[src/rtl/opdec_pkg.sv]
package opdec_pkg;

    localparam int unsigned IMM_W = 16;
    localparam int unsigned CLS_W = 6;

    typedef enum logic [CLS_W-1:0] {
        OP_NOP,      OP_SWAP_AF,  OP_DEC_JNZ,  OP_JREL,     OP_JREL_CC,
        OP_LD_PAIR_I, OP_ADD_HL,  OP_ST_A_PAIR, OP_LD_A_PAIR, OP_ST_HL_ABS,
        OP_LD_HL_ABS, OP_ST_A_ABS, OP_LD_A_ABS, OP_INC_PAIR, OP_DEC_PAIR,
        OP_INC_REG,  OP_DEC_REG,  OP_LD_REG_I, OP_ACC_OP,   OP_HALT,
        OP_LD_REG,   OP_ALU_REG,  OP_ALU_IMM,  OP_RET_CC,   OP_POP,
        OP_RET,      OP_SWAP_BANK, OP_JP_HL,   OP_LD_SP_HL, OP_JP_CC,
        OP_JP,       OP_PORT_OUT, OP_PORT_IN,  OP_SWAP_SPHL, OP_SWAP_DEHL,
        OP_INT_OFF,  OP_INT_ON,   OP_CALL_CC,  OP_PUSH,     OP_CALL,
        OP_RESTART,  OP_SHIFT,    OP_BIT_TEST, OP_BIT_CLR,  OP_BIT_SET,
        OP_UNSUP
    } op_class_e;

    typedef enum logic [1:0] {
        IMM_NONE,
        IMM_U8,
        IMM_S8,
        IMM_W16
    } imm_kind_e;

    typedef enum logic [2:0] {
        ST_OPC,
        ST_CBOP,
        ST_IMM8,
        ST_IMM_LO,
        ST_IMM_HI
    } fsm_e;

    typedef struct packed {
        op_class_e        cls;
        logic [2:0]       dst;
        logic [2:0]       src;
        logic [1:0]       pair;
        logic [2:0]       cond;
        logic [2:0]       func;
        logic [2:0]       bit_idx;
        logic [IMM_W-1:0] imm;
        logic             unsup;
    } dec_fields_t;

    typedef struct packed {
        dec_fields_t f;
        imm_kind_e   kind;
        logic        cb_prefix;
    } main_dec_t;

endpackage

[src/rtl/opdec_split.sv]
module opdec_split (
    input  logic [7:0] opc,
    output logic [1:0] grp,
    output logic [2:0] row,
    output logic [2:0] col,
    output logic [1:0] pcode,
    output logic       qbit
);
    assign grp   = opc[7:6];
    assign row   = opc[5:3];
    assign col   = opc[2:0];
    assign pcode = opc[5:4];
    assign qbit  = opc[3];
endmodule

[src/rtl/opdec_main_page.sv]
module opdec_main_page
    import opdec_pkg::*;
(
    input  logic [1:0] grp,
    input  logic [2:0] row,
    input  logic [2:0] col,
    input  logic [1:0] pcode,
    input  logic       qbit,
    output main_dec_t  dec
);
    always_comb begin
        dec        = '0;
        dec.f.cls  = OP_NOP;
        dec.kind   = IMM_NONE;
        dec.f.dst  = row;
        dec.f.src  = col;
        dec.f.pair = pcode;
        dec.f.cond = row;
        dec.f.func = row;
        unique case (grp)
            2'd0: begin
                unique case (col)
                    3'd0: begin
                        if (row == 3'd0) begin
                            dec.f.cls = OP_NOP;
                        end else if (row == 3'd1) begin
                            dec.f.cls = OP_SWAP_AF;
                        end else begin
                            dec.kind = IMM_S8;
                            if (row == 3'd2) begin
                                dec.f.cls = OP_DEC_JNZ;
                            end else if (row == 3'd3) begin
                                dec.f.cls = OP_JREL;
                            end else begin
                                dec.f.cls  = OP_JREL_CC;
                                dec.f.cond = {1'b0, row[1:0]};
                            end
                        end
                    end
                    3'd1: begin
                        if (!qbit) begin
                            dec.f.cls = OP_LD_PAIR_I;
                            dec.kind  = IMM_W16;
                        end else begin
                            dec.f.cls = OP_ADD_HL;
                        end
                    end
                    3'd2: begin
                        if (!row[2]) begin
                            dec.f.cls = qbit ? OP_LD_A_PAIR : OP_ST_A_PAIR;
                        end else begin
                            dec.kind = IMM_W16;
                            unique case (row[1:0])
                                2'd0: dec.f.cls = OP_ST_HL_ABS;
                                2'd1: dec.f.cls = OP_LD_HL_ABS;
                                2'd2: dec.f.cls = OP_ST_A_ABS;
                                default: dec.f.cls = OP_LD_A_ABS;
                            endcase
                        end
                    end
                    3'd3: dec.f.cls = qbit ? OP_DEC_PAIR : OP_INC_PAIR;
                    3'd4: dec.f.cls = OP_INC_REG;
                    3'd5: dec.f.cls = OP_DEC_REG;
                    3'd6: begin
                        dec.f.cls = OP_LD_REG_I;
                        dec.kind  = IMM_U8;
                    end
                    default: dec.f.cls = OP_ACC_OP;
                endcase
            end
            2'd1: begin
                if (row == 3'd6 && col == 3'd6) begin
                    dec.f.cls = OP_HALT;
                end else begin
                    dec.f.cls = OP_LD_REG;
                end
            end
            2'd2: dec.f.cls = OP_ALU_REG;
            default: begin
                unique case (col)
                    3'd0: dec.f.cls = OP_RET_CC;
                    3'd1: begin
                        if (!qbit) begin
                            dec.f.cls = OP_POP;
                        end else begin
                            unique case (pcode)
                                2'd0: dec.f.cls = OP_RET;
                                2'd1: dec.f.cls = OP_SWAP_BANK;
                                2'd2: dec.f.cls = OP_JP_HL;
                                default: dec.f.cls = OP_LD_SP_HL;
                            endcase
                        end
                    end
                    3'd2: begin
                        dec.f.cls = OP_JP_CC;
                        dec.kind  = IMM_W16;
                    end
                    3'd3: begin
                        unique case (row)
                            3'd0: begin
                                dec.f.cls = OP_JP;
                                dec.kind  = IMM_W16;
                            end
                            3'd1: dec.cb_prefix = 1'b1;
                            3'd2: begin
                                dec.f.cls = OP_PORT_OUT;
                                dec.kind  = IMM_U8;
                            end
                            3'd3: begin
                                dec.f.cls = OP_PORT_IN;
                                dec.kind  = IMM_U8;
                            end
                            3'd4: dec.f.cls = OP_SWAP_SPHL;
                            3'd5: dec.f.cls = OP_SWAP_DEHL;
                            3'd6: dec.f.cls = OP_INT_OFF;
                            default: dec.f.cls = OP_INT_ON;
                        endcase
                    end
                    3'd4: begin
                        dec.f.cls = OP_CALL_CC;
                        dec.kind  = IMM_W16;
                    end
                    3'd5: begin
                        if (!qbit) begin
                            dec.f.cls = OP_PUSH;
                        end else if (pcode == 2'd0) begin
                            dec.f.cls = OP_CALL;
                            dec.kind  = IMM_W16;
                        end else begin
                            dec.f         = '0;
                            dec.f.cls     = OP_UNSUP;
                            dec.f.unsup   = 1'b1;
                        end
                    end
                    3'd6: begin
                        dec.f.cls = OP_ALU_IMM;
                        dec.kind  = IMM_U8;
                    end
                    default: begin
                        dec.f.cls = OP_RESTART;
                        dec.f.imm = {{(IMM_W-6){1'b0}}, row, 3'b000};
                    end
                endcase
            end
        endcase
    end
endmodule

[src/rtl/opdec_bit_page.sv]
module opdec_bit_page
    import opdec_pkg::*;
(
    input  logic [1:0]  grp,
    input  logic [2:0]  row,
    input  logic [2:0]  col,
    output dec_fields_t f
);
    always_comb begin
        f         = '0;
        f.src     = col;
        f.dst     = col;
        unique case (grp)
            2'd0: begin
                f.cls  = OP_SHIFT;
                f.func = row;
            end
            2'd1: begin
                f.cls     = OP_BIT_TEST;
                f.bit_idx = row;
            end
            2'd2: begin
                f.cls     = OP_BIT_CLR;
                f.bit_idx = row;
            end
            default: begin
                f.cls     = OP_BIT_SET;
                f.bit_idx = row;
            end
        endcase
    end
endmodule

[src/rtl/opdec_stream.sv]
module opdec_stream
    import opdec_pkg::*;
#(
    parameter int unsigned ADDR_W = 16,
    parameter int unsigned LEN_W  = 3
) (
    input  logic              clk,
    input  logic              rst_n,
    input  logic              in_valid,
    input  logic [7:0]        in_byte,
    input  logic [ADDR_W-1:0] in_addr,
    output logic              in_ready,
    output logic              out_valid,
    input  logic              out_ready,
    output logic [CLS_W-1:0]  out_class,
    output logic [2:0]        out_dst,
    output logic [2:0]        out_src,
    output logic [1:0]        out_pair,
    output logic [2:0]        out_cond,
    output logic [2:0]        out_func,
    output logic [2:0]        out_bit,
    output logic [IMM_W-1:0]  out_imm,
    output logic [LEN_W-1:0]  out_len,
    output logic [ADDR_W-1:0] out_start,
    output logic              out_unsup
);
    localparam logic [LEN_W-1:0] LEN_ONE = LEN_W'(1);

    typedef struct packed {
        fsm_e              fsm;
        dec_fields_t       wrk;
        logic              wrk_sx;
        logic [LEN_W-1:0]  wrk_len;
        logic [ADDR_W-1:0] wrk_start;
        logic              ov;
        dec_fields_t       orec;
        logic [LEN_W-1:0]  olen;
        logic [ADDR_W-1:0] ostart;
    } state_t;

    state_t st_d, st_q;

    logic [1:0] grp;
    logic [2:0] row, col;
    logic [1:0] pcode;
    logic       qbit;
    main_dec_t   mdec;
    dec_fields_t bdec;

    opdec_split u_split (
        .opc   (in_byte),
        .grp   (grp),
        .row   (row),
        .col   (col),
        .pcode (pcode),
        .qbit  (qbit)
    );

    opdec_main_page u_main (
        .grp   (grp),
        .row   (row),
        .col   (col),
        .pcode (pcode),
        .qbit  (qbit),
        .dec   (mdec)
    );

    opdec_bit_page u_bits (
        .grp (grp),
        .row (row),
        .col (col),
        .f   (bdec)
    );

    logic              rdy;
    logic              take;
    logic              fin;
    dec_fields_t       fin_rec;
    logic [LEN_W-1:0]  fin_len;
    logic [ADDR_W-1:0] fin_start;

    always_comb begin
        st_d      = st_q;
        rdy       = !st_q.ov || out_ready;
        take      = in_valid && rdy;
        fin       = 1'b0;
        fin_rec   = st_q.wrk;
        fin_len   = st_q.wrk_len + LEN_ONE;
        fin_start = st_q.wrk_start;

        if (st_q.ov && out_ready) begin
            st_d.ov = 1'b0;
        end

        if (take) begin
            unique case (st_q.fsm)
                ST_OPC: begin
                    st_d.wrk       = mdec.f;
                    st_d.wrk_start = in_addr;
                    st_d.wrk_len   = LEN_ONE;
                    st_d.wrk_sx    = 1'b0;
                    fin_rec        = mdec.f;
                    fin_start      = in_addr;
                    fin_len        = LEN_ONE;
                    if (mdec.f.unsup) begin
                        fin = 1'b1;
                    end else if (mdec.cb_prefix) begin
                        st_d.fsm = ST_CBOP;
                    end else begin
                        unique case (mdec.kind)
                            IMM_NONE: fin = 1'b1;
                            IMM_U8:   st_d.fsm = ST_IMM8;
                            IMM_S8: begin
                                st_d.wrk_sx = 1'b1;
                                st_d.fsm    = ST_IMM8;
                            end
                            default:  st_d.fsm = ST_IMM_LO;
                        endcase
                    end
                end
                ST_CBOP: begin
                    fin      = 1'b1;
                    fin_rec  = bdec;
                    st_d.fsm = ST_OPC;
                end
                ST_IMM8: begin
                    fin         = 1'b1;
                    fin_rec.imm = st_q.wrk_sx ? {{(IMM_W-8){in_byte[7]}}, in_byte}
                                              : {{(IMM_W-8){1'b0}}, in_byte};
                    st_d.fsm    = ST_OPC;
                end
                ST_IMM_LO: begin
                    st_d.wrk.imm[7:0] = in_byte;
                    st_d.wrk_len      = st_q.wrk_len + LEN_ONE;
                    st_d.fsm          = ST_IMM_HI;
                end
                default: begin
                    fin         = 1'b1;
                    fin_rec.imm = {in_byte, st_q.wrk.imm[7:0]};
                    st_d.fsm    = ST_OPC;
                end
            endcase
        end

        if (fin) begin
            st_d.ov     = 1'b1;
            st_d.orec   = fin_rec;
            st_d.olen   = fin_len;
            st_d.ostart = fin_start;
        end
    end

    always_ff @(posedge clk or negedge rst_n) begin
        if (!rst_n) begin
            st_q <= '0;
        end else begin
            st_q <= st_d;
        end
    end

    assign in_ready  = rdy;
    assign out_valid = st_q.ov;
    assign out_class = st_q.orec.cls;
    assign out_dst   = st_q.orec.dst;
    assign out_src   = st_q.orec.src;
    assign out_pair  = st_q.orec.pair;
    assign out_cond  = st_q.orec.cond;
    assign out_func  = st_q.orec.func;
    assign out_bit   = st_q.orec.bit_idx;
    assign out_imm   = st_q.orec.imm;
    assign out_len   = st_q.olen;
    assign out_start = st_q.ostart;
    assign out_unsup = st_q.orec.unsup;

endmodule

[config.mk]
export PLATFORM = sky130hd
export DESIGN_NAME = opdec_stream
export DESIGN_NICKNAME = d
export VERILOG_FILES = /design/src/rtl/opdec_pkg.sv /design/src/rtl/opdec_split.sv /design/src/rtl/opdec_main_page.sv /design/src/rtl/opdec_bit_page.sv /design/src/rtl/opdec_stream.sv
export SDC_FILE = /design/constraint.sdc
export NUM_CORES = 1
export LEC_CHECK = 0
export BUFFER_PORTS_ARGS = -buffer_cell sky130_fd_sc_hd__clkbuf_2
export CAP_MARGIN = 20
export CORE_UTILIZATION = 50
export CTS_BUF_LIST = sky130_fd_sc_hd__clkbuf_4 sky130_fd_sc_hd__clkbuf_8
export CTS_CLUSTER_DIAMETER = 150
export DETAILED_ROUTE_END_ITERATION = 8
export PLACE_DENSITY = 0.7
export SYNTH_ARGS = -nofsm -noshare
export SYNTH_HDL_FRONTEND = slang
export SYNTH_HIERARCHICAL = 1
export SYNTH_SLANG_ARGS = --single-unit
[constraint.sdc]
create_clock -name clk -period 2.6 [get_ports clk]
set_input_delay 0.52 -clock clk [delete_from_list [all_inputs] [get_ports clk]]
set_output_delay 0.52 -clock clk [all_outputs]
set_load 0.005 [all_outputs]
After elaboration in Yosys (flattened, before gate mapping)
Index checks and enable logic that the tools add are counted.
W data, S select, Z words.

operators by class
  reductions and logical operators = 23
  equal/unequal tests = 25
  mux-type cells = 71
  $add $sub $neg = 1

operator list
  cell                  number
  $pmux W6 S7           3
  $pmux W16 S4          1
  $mux W60              1
  $mux W16              3
  $pmux W23 S2          1
  $mux W3               14
  $mux W40              1
  $mux W36              1
  $mux W34              1
  $pmux W16 S2          1
  $mux W6               5
  $pmux W3 S3           3
  $pmux W3 S2           4
  $mux W23              1
  $eq A3 B2 Y1 const B  6
  $eq A3 B3 Y1 const B  6
  $pmux W6 S3           1
  $mux W17              1
  $pmux W2 S4           2
  $pmux W8 S2           1
  $mux W2               7
  $mux W1               12
  $eq A3 B1 Y1 const B  3
  $logic_not A3 Y1      3
  other kinds (19)      38

storage, ports and cells
  word-level logic and storage cells = 146
  register bits after elaboration = 123

Logic depth before layout (Yosys ltp)
Gate-level depths: netlist (run 1).

  word-level depth = 12
  gate-level depth with buffers = 15
  mapped depth without buffers = 12

Hierarchy
The synthesis (run 1) kept the hierarchy.

modules (own cells, without submodules)
  module           seq. area each (µm²)  area an instance (µm²)  times used  cells an instance
  opdec_stream     3078.0                6291.0                  1           540
  opdec_main_page  0.0                   1019.7                  1           165
  opdec_bit_page   0.0                   341.6                   1           46
  opdec_split      0.0                   82.6                    1           11

Worst setup path after synthesis (run 1)
No wires, ideal clock.

  path kind = input to register
  start point = in in_byte[3]
  end point = reg st_q, in the netlist out_bit[0]
  arrival time = 2.890 ns
  data required time = 2.475 ns
  setup slack = -0.415 ns
  stages on the path = 14
  cell sequence = buf_4 inv_1 ha_1 nor2_1 o21ai_0 nand2b_1 a22o_1 inv_1 ha_1 nor2b_1 o311a_1 clkbuf_1 clkbuf_1 mux2_2

RTL lines
  element               line                 RTL
  start, declared       opdec_stream.sv:10   input logic [7:0] in_byte,
  end signal, assigned  opdec_stream.sv:157  st_q <= st_d;
  end, declared         opdec_stream.sv:41   state_t st_d, st_q;

==> results of run 1 <==
## cells by family after synthesis
logic type,count (synthesis)
AOI/OAI and AO/OA,124
xor gates and xnor gates,2
adders and majority gates,18
buffers and inverters,188
DFF,123
muxes,154
other,3
and+or+nand+nor,150
## layer usage
metal	part of all wire (%)	vias to the layer above	track usage, %	wire length, µm
met1	46	2738	29.5	7900
met4	1.9	0	8.58	319
met5	0	-	0	0
met2	48	126	37.6	8300
li1	-	2603	-	-
met3	3.9	28	4.56	674
## power groups by stage
| stage | combinational, mW | clock [mW] | sequential, mW |
|---|---|---|---|
| finish | 2.39 | 1.66 | 3.04 |
| global route | 2.63 | 1.78 | 3.13 |
| CTS | 2.39 | 1.70 | 3.04 |
| detailed placement | 2.38 | 0 | 3.07 |
| global placement | 2.30 | 0 | 3.02 |
| floorplan | 2.20 | 0 | 2.95 |
## worst reg2reg max path, cell delays in order, from the launching register on
cell,delay (ns)
dfrtp_1,0.37
nor2b_1,0.18
or4_2,0.63
buf_4,0.31
mux2_4,0.37
mux2_4,0.26
## placed cells by master (no fill, tap or decap), types with 7 or more instances in the layout
cell,netlist,routed
mux2_4,16,16
clkbuf_2,0,87
a21oi_1,14,14
a2bb2oi_1,7,7
o22ai_1,10,9
nand2_1,58,58
conb_1,3,41
o21ai_0,61,60
nand3_1,10,10
nor2_1,25,25
or2_2,8,8
clkbuf_8,0,20
nor2b_1,9,8
buf_4,119,75
inv_1,26,21
dfrtp_1,123,122
mux2i_1,58,58
ha_1,18,11
nor3_1,12,11
mux2_2,80,80
## how the worst min path moves through the flow
stage | startpoint | to | slack, ns | depth (start not counted)
2_1_floorplan | rst_n | out_bit[0] | 0.22 | 0
3_3_place_gp | st_q[88] | st_q[88] | 0.47 | 2
3_5_place_dp | st_q[71] | st_q[71] | 0.48 | 1
4_1_cts | rst_n | out_func[0] | 0.005 | 1
5_1_grt | rst_n | st_q[106] | 0.03 | 1
6_report | rst_n | out_func[0] | 0.03 | 1
## sequential cells by signal (all words and copies together) (netlist names)
register	cells
out_unsup	1
out_dst	3
out_func	3
out_valid	1
out_class	6
out_len	3
st_q	63
out_cond	3
out_bit	3
out_pair	2
out_start	16
out_imm	16
out_src	3
## what timing repair did
| action | 4_1_cts | 5_1_grt |
|---|---|---|
| buffers inserted | 0 | 0 |
| resized for setup | 0 | 3 |
| setup endpoints to repair | 0 | 28 |
## layout make-up
class / count / share of cell area (%)
well taps: 188 / 2.73
multi-input cells: 489 / 43.2
clock buffers: 20 / 3.20
repair buffers: 166 / 12.5
inverters: 28 / 1.25
clock inverters: 12 / 1.31
flip-flops and latches: 123 / 35.8
## metrics by stage
stage               hold slack (ns)  area (µm²)  setup WS, ns
global route                 0.0269        8600       0.00425
CTS                         0.00452        8560         0.122
detailed placement            0.478        8170        -0.357
floorplan                     0.224        8050       -0.0842
global placement              0.466        8170        -0.220
finish                       0.0266        8600        0.0958
==> impl_metrics.json, run 1 <==
{
  "clkPwrFrac_pct": 23.4,
  "status": "finished clean",
  "cts.path.max_buffers": 2,
  "synthXorXnorAreaFrac_pct": 0.226,
  "routed_wl_um": 17200,
  "hold_viol_final": 0,
  "final_antenna_net_count": 0,
  "die-area_mm2": 0.0160,
  "synthAdderAreaFrac_pct": 2.91,
  "clock_latency_ns": 0.44,
  "rows": 45,
  "fp.coreArea_mm2": 0.0151,
  "dpl.cell_count": 993,
  "drive_above_1_share_pct": 39.1,
  "yosysUniqueCellTypes": 58,
  "syn2layout_area_growth_pct": 11.2,
  "yosysWarnings": 6,
  "die_h_um": 126,
  "drc": 0,
  "antenna_found_initial": 0,
  "wl_per_cell_um": 16.8,
  "reg2reg_depth": 5,
  "cts.sinks": 123,
  "critPathKind": "in2reg",
  "gp_congestion": 0.922,
  "seq_area_mm2": 0.00308,
  "hold_path_class": "in2async",
  "grt_overflow": 0,
  "fin_total_pwr_mw": 7.08,
  "end_kind": "flop",
  "combinationalPowerShare_pct": 33.7,
  "synth_top_cell_by_area": "dfrtp_1",
  "post-synth-top-count-cell": "dfrtp_1",
  "crit_chain": "clkbuf_2 > inv_4 > ha_2 > nor2_1 > o21ai_1 > nand2b_1 > a22o_1 > inv_1 > ha_2 > nor2b_4 > o311a_4 > clkbuf_16 > mux2_4",
  "synth_area_per_cell_um2": 10.2,
  "final_core_util_pct": 56.8,
  "grt_setup_unrepaired": "false",
  "synth_top_area_share_pct": 39.8,
  "htree_levels": 4,
  "cp.buffers_inverters": 4,
  "internal_power_mw": 4.81,
  "synth_area_leaders": "dfrtp_1, mux2_2, buf_4",
  "maxSlewHeadroom_pct": 33.7,
  "fillCellCount": 1326,
  "die_w_um": 126,
  "postCtsHoldBufs": 0,
  "max_stage_delay_ns": 0.36,
  "grt_max_degree": 49,
  "switching_share_pct": 32.1,
  "cp.depth": 13,
  "initial_core_util_pct": 51.1,
  "hpwl_um": 12500,
  "synthTopCellsByCount": "dfrtp_1, buf_4, mux2_2, o21ai_0",
  "tns_ns": 0,
  "p_sw_mw": 2.28,
  "irDropWorstVdd_v": 0.000449,
  "critPathMostFrequentCell": "ha_2",
  "leakage_nw": 4.04,
  "grt_usage_pct": 22.7,
  "r2r_end": "out_start[9]",
  "vias": 5495,
  "critPathRequiredTime_ns": 2.93,
  "layout.cells.non_filler": 1026,
  "n_antenna_cell": 0,
  "vias_per_cell": 5.36,
  "drv_cap": 0,
  "first_pass_iters": 4,
  "cp-start-kind": "input pin",
  "numCtsBuffers": 17,
  "critPathLaunch": "in_byte[3]",
  "finalCritPeriodShare_pct": 96.3,
  "period_needed_ns": 2.50,
  "synth-seq-area-share_pct": 39.8,
  "synth_flop_cell": "dfrtp_1",
  "io_buffers": 88,
  "grt_first_pass_wirelength_um": 28600,
  "rrSetupSlack_ns": 0.36,
  "cts_tree": "done",
  "io_pins": 89,
  "synth_cells": 762,
  "skew_ns": 0.0126,
  "synth_compound_area_share_pct": 9.88,
  "max_freq_mhz": 399,
  "cts_root_buf": "clkbuf_8",
  "cp_top_family": "compound AO/OA/AOI/OAI gates",
  "synthArstFlopShare_pct": 100,
  "grt_pass1_vias": 5679,
  "crit_arrival_ns": 2.83,
  "tightest_slew_ns": 0.984,
  "worstPathMaxFanout": 19,
  "drt_iter0_markers": 246,
  "fin_nets": 871,
  "ys_ff_latch": 123,
  "synth_simple_gate_area_share_pct": 9.29,
  "yosys-mux-area-fraction_pct": 22.3,
  "slew_viol_final": 0,
  "timing.rr.start": "out_valid",
  "pwr-share-seq_pct": 42.9,
  "syn_area_mm2": 0.00773,
  "synth_edf_count": 0,
  "setup.worst_path.end": "out_start[9]",
  "cellPowerDensity_mw_per_mm2": 824,
  "synth_top_family_by_area": "multiplexers",
  "slowest_stage": "o311a_4",
  "multi_input_area_mm2": 0.00371,
  "clkTransAtPathRegs_ns": 0.08,
  "setup_violations": 0
}
Power figures use the tool's default switching activity.
==> run 2: changes to the inputs <==
--- a/config.mk
+++ b/config.mk
@@ -5,6 +5,7 @@
 export SDC_FILE = /design/constraint.sdc
 export NUM_CORES = 1
 export LEC_CHECK = 0
+export ABC_AREA = 1
 export BUFFER_PORTS_ARGS = -buffer_cell sky130_fd_sc_hd__clkbuf_2
 export CAP_MARGIN = 20
 export CORE_UTILIZATION = 50
==> run 2 against run 1 <==
Net effect:
- die area grew 1.4%
- sequential power grew 5%
- final area is essentially flat
- non-clock buffer count shrank 11
- hold slack gained 0.014 ns
- area after synthesis grew 1.4%
- critical path depth grew 4
- total power grew 16%
- critical endpoint is now out_class[4]
==> impl_metrics.json, run 2 <==
{
  "status": "finished clean",
  "max_freq_mhz": 434,
  "first_pass_iters": 5,
  "irDropWorstVdd_v": 0.000429,
  "grt_pass1_vias": 6236,
  "die_w_um": 127,
  "wl_per_cell_um": 13.2,
  "crit_arrival_ns": 2.63,
  "grt_first_pass_wirelength_um": 30900,
  "skew_ns": 0.0130,
  "leakage_nw": 4.88,
  "postCtsSetupBuffers": 0,
  "clkTransAtPathRegs_ns": 0.07,
  "synth_top_area_share_pct": 39.2,
  "cts.sinks": 123,
  "ys_ff_latch": 123,
  "hold_viol_final": 0,
  "drive_above_1_share_pct": 17.9,
  "tns_ns": 0,
  "synthArstFlopShare_pct": 100,
  "reg2reg_depth": 8,
  "fin_hold_ws_ns": 0.0405,
  "layout.cells.non_filler": 1414,
  "drt_iter0_markers": 466,
  "antenna_found_initial": 0,
  "maxSlewHeadroom_pct": 65.7,
  "critPathKind": "in2reg",
  "vias_per_cell": 4.80,
  "tightest_slew_ns": 0.515,
  "fp.coreArea_mm2": 0.0153,
  "final_antenna_net_count": 0,
  "regMostFlops": "st_q",
  "io_buffers": 88,
  "final_core_util_pct": 56.4,
  "setup_violations": 0,
  "synthTopCellsByCount": "nand2_1, nor2_1, buf_4, dfrtp_1, nand3_1",
  "grt_usage_pct": 24.3,
  "yosysWarnings": 6,
  "slew_viol_final": 0,
  "numCtsBuffers": 17,
  "routed_wl_um": 18700,
  "synth_edf_count": 0,
  "cts_tree": "done",
  "drc": 0,
  "grt_max_degree": 47,
  "gp_congestion": 0.922,
  "grt_setup_unrepaired": "false",
  "synth_cells": 1142,
  "layout_commonest_cell": "nand2_1",
  "worstPathMaxFanout": 23,
  "dpl.cell_count": 1382,
  "fillCellCount": 1513,
  "cellPowerDensity_mw_per_mm2": 952,
  "syn_area_mm2": 0.00785,
  "htree_levels": 4,
  "syn2layout_area_growth_pct": 9.65,
  "synth_area_leaders": "dfrtp_1, nand2_1, buf_4",
  "end_kind": "flop",
  "synth-seq-area-share_pct": 39.2,
  "die_h_um": 127,
  "synth_area_per_cell_um2": 6.87,
  "largest_register_ff_count": 63,
  "die-area_mm2": 0.0162,
  "cp-start-kind": "input pin",
  "period_needed_ns": 2.30,
  "rows": 45,
  "drv_cap": 0,
  "critPathRequiredTime_ns": 2.93,
  "post-synth-top-count-cell": "nand2_1",
  "hold_path_class": "in2async",
  "synth_flop_cell": "dfrtp_1",
  "finalCritPeriodShare_pct": 88.5,
  "vias": 6787,
  "fin_nets": 1236,
  "n_antenna_cell": 0,
  "cts_root_buf": "clkbuf_8",
  "clock_latency_ns": 0.45,
  "grt_overflow": 0,
  "hpwl_um": 13600,
  "layout_common_cells": "nand2_1, nor2_1, dfrtp_1, nand3_1, clkbuf_2",
  "synth_top_cell_by_area": "dfrtp_1",
  "initial_core_util_pct": 51.4,
  "postCtsHoldBufs": 0,
  "io_pins": 89,
  "yosysUniqueCellTypes": 30,
  "cts_resized": 0,
  "cts.path.max_buffers": 2
}
==> run 2: cell types whose count changed after synthesis, moves of 8 or more <==
| cell | previous run | this run |
|---|---|---|
| nand2_1 | 58 | 439 |
| nor2_1 | 25 | 148 |
| mux2_2 | 80 | 0 |
| nand3_1 | 10 | 87 |
| mux2i_1 | 58 | 0 |
| inv_1 | 26 | 65 |
| o21ai_0 | 61 | 36 |
| mux2_4 | 16 | 0 |
| inv_2 | 1 | 10 |
| nand2b_1 | 9 | 0 |
| nor2b_1 | 9 | 0 |
| o22ai_1 | 10 | 2 |
==> run 2: power by group <==
group | leakage (nW) | total [mW] | internal, mW | switching, mW
registers | 1.52 | 3.20 | 2.76 | 0.444
clock network | 0.199 | 1.71 | 0.896 | 0.815
logic | 3.17 | 3.28 | 1.26 | 2.02
total | 4.88 | 8.19 | 4.91 | 3.28
==> run 2: final cells by class <==
class,instances,area [µm²],share of cell area (%)
Tap cell,211,264,3.07
Clock buffer,22,303,3.52
Inverter,75,282,3.27
Sequential cell,123,3080,35.8
Multi-Input combinational cell,818,3510,40.8
Timing Repair Buffer,155,1060,12.3
Clock inverter,10,105,1.22
==> run 2: kinds of logic after synthesis <==
group,after synthesis,synth area share [%]
other,3,0.144
and+or+nand+nor,699,35.8
DFF,123,39.2
xor gates and xnor gates,1,0.112
buffers and inverters,239,17.9
AOI/OAI and AO/OA,59,3.97
adders and majority gates,18,2.87
==> run 2: critical path, stage by stage <==
cell and delay, ns:
clkbuf_2 0.12, buf_4 0.16, ha_1 0.20, o21ai_0 0.29, o21ai_1 0.11, o21ai_1 0.13
nand2_1 0.07, inv_1 0.08, ha_1 0.14, nand2_1 0.05, nand2_1 0.09, inv_1 0.06
nand2_1 0.07, nand2_2 0.12, buf_12 0.19, nor2_1 0.15, nor2_1 0.06
==> run 2: layer usage <==
metal  vias up  wire length [µm]  global-route usage, %
met1      3117              8870                   34.4
met2       201              8520                   37.6
met5         -                 0                      0
met4         0               273                   8.05
li1       3447                 -                      -
met3        22              1010                   4.56
==> run 2: final timing paths <==
check                       startpoint      endpoint  slack, ns
setup reg to reg             st_q[120]      st_q[78]       0.65
max in group asynchronous        rst_n      st_q[95]       1.85
setup / recovery            in_byte[3]  out_class[4]       0.30
hold / removal                   rst_n   out_cond[2]       0.04
min in group clk           in_addr[10]      st_q[70]       0.30
hold reg to reg               st_q[65]      st_q[65]       0.47
==> run 2: per-stage QoR <==
step	cell area [µm²]	setup WS, ns	power, mW
2_1_floorplan	7990	0.0856	5.84
3_3_place_gp	8200	-0.0967	6.44
3_5_place_dp	8200	-0.137	6.52
4_1_cts	8600	0.341	8.26
5_1_grt	8600	0.0573	8.87
6_report	8600	0.298	8.19
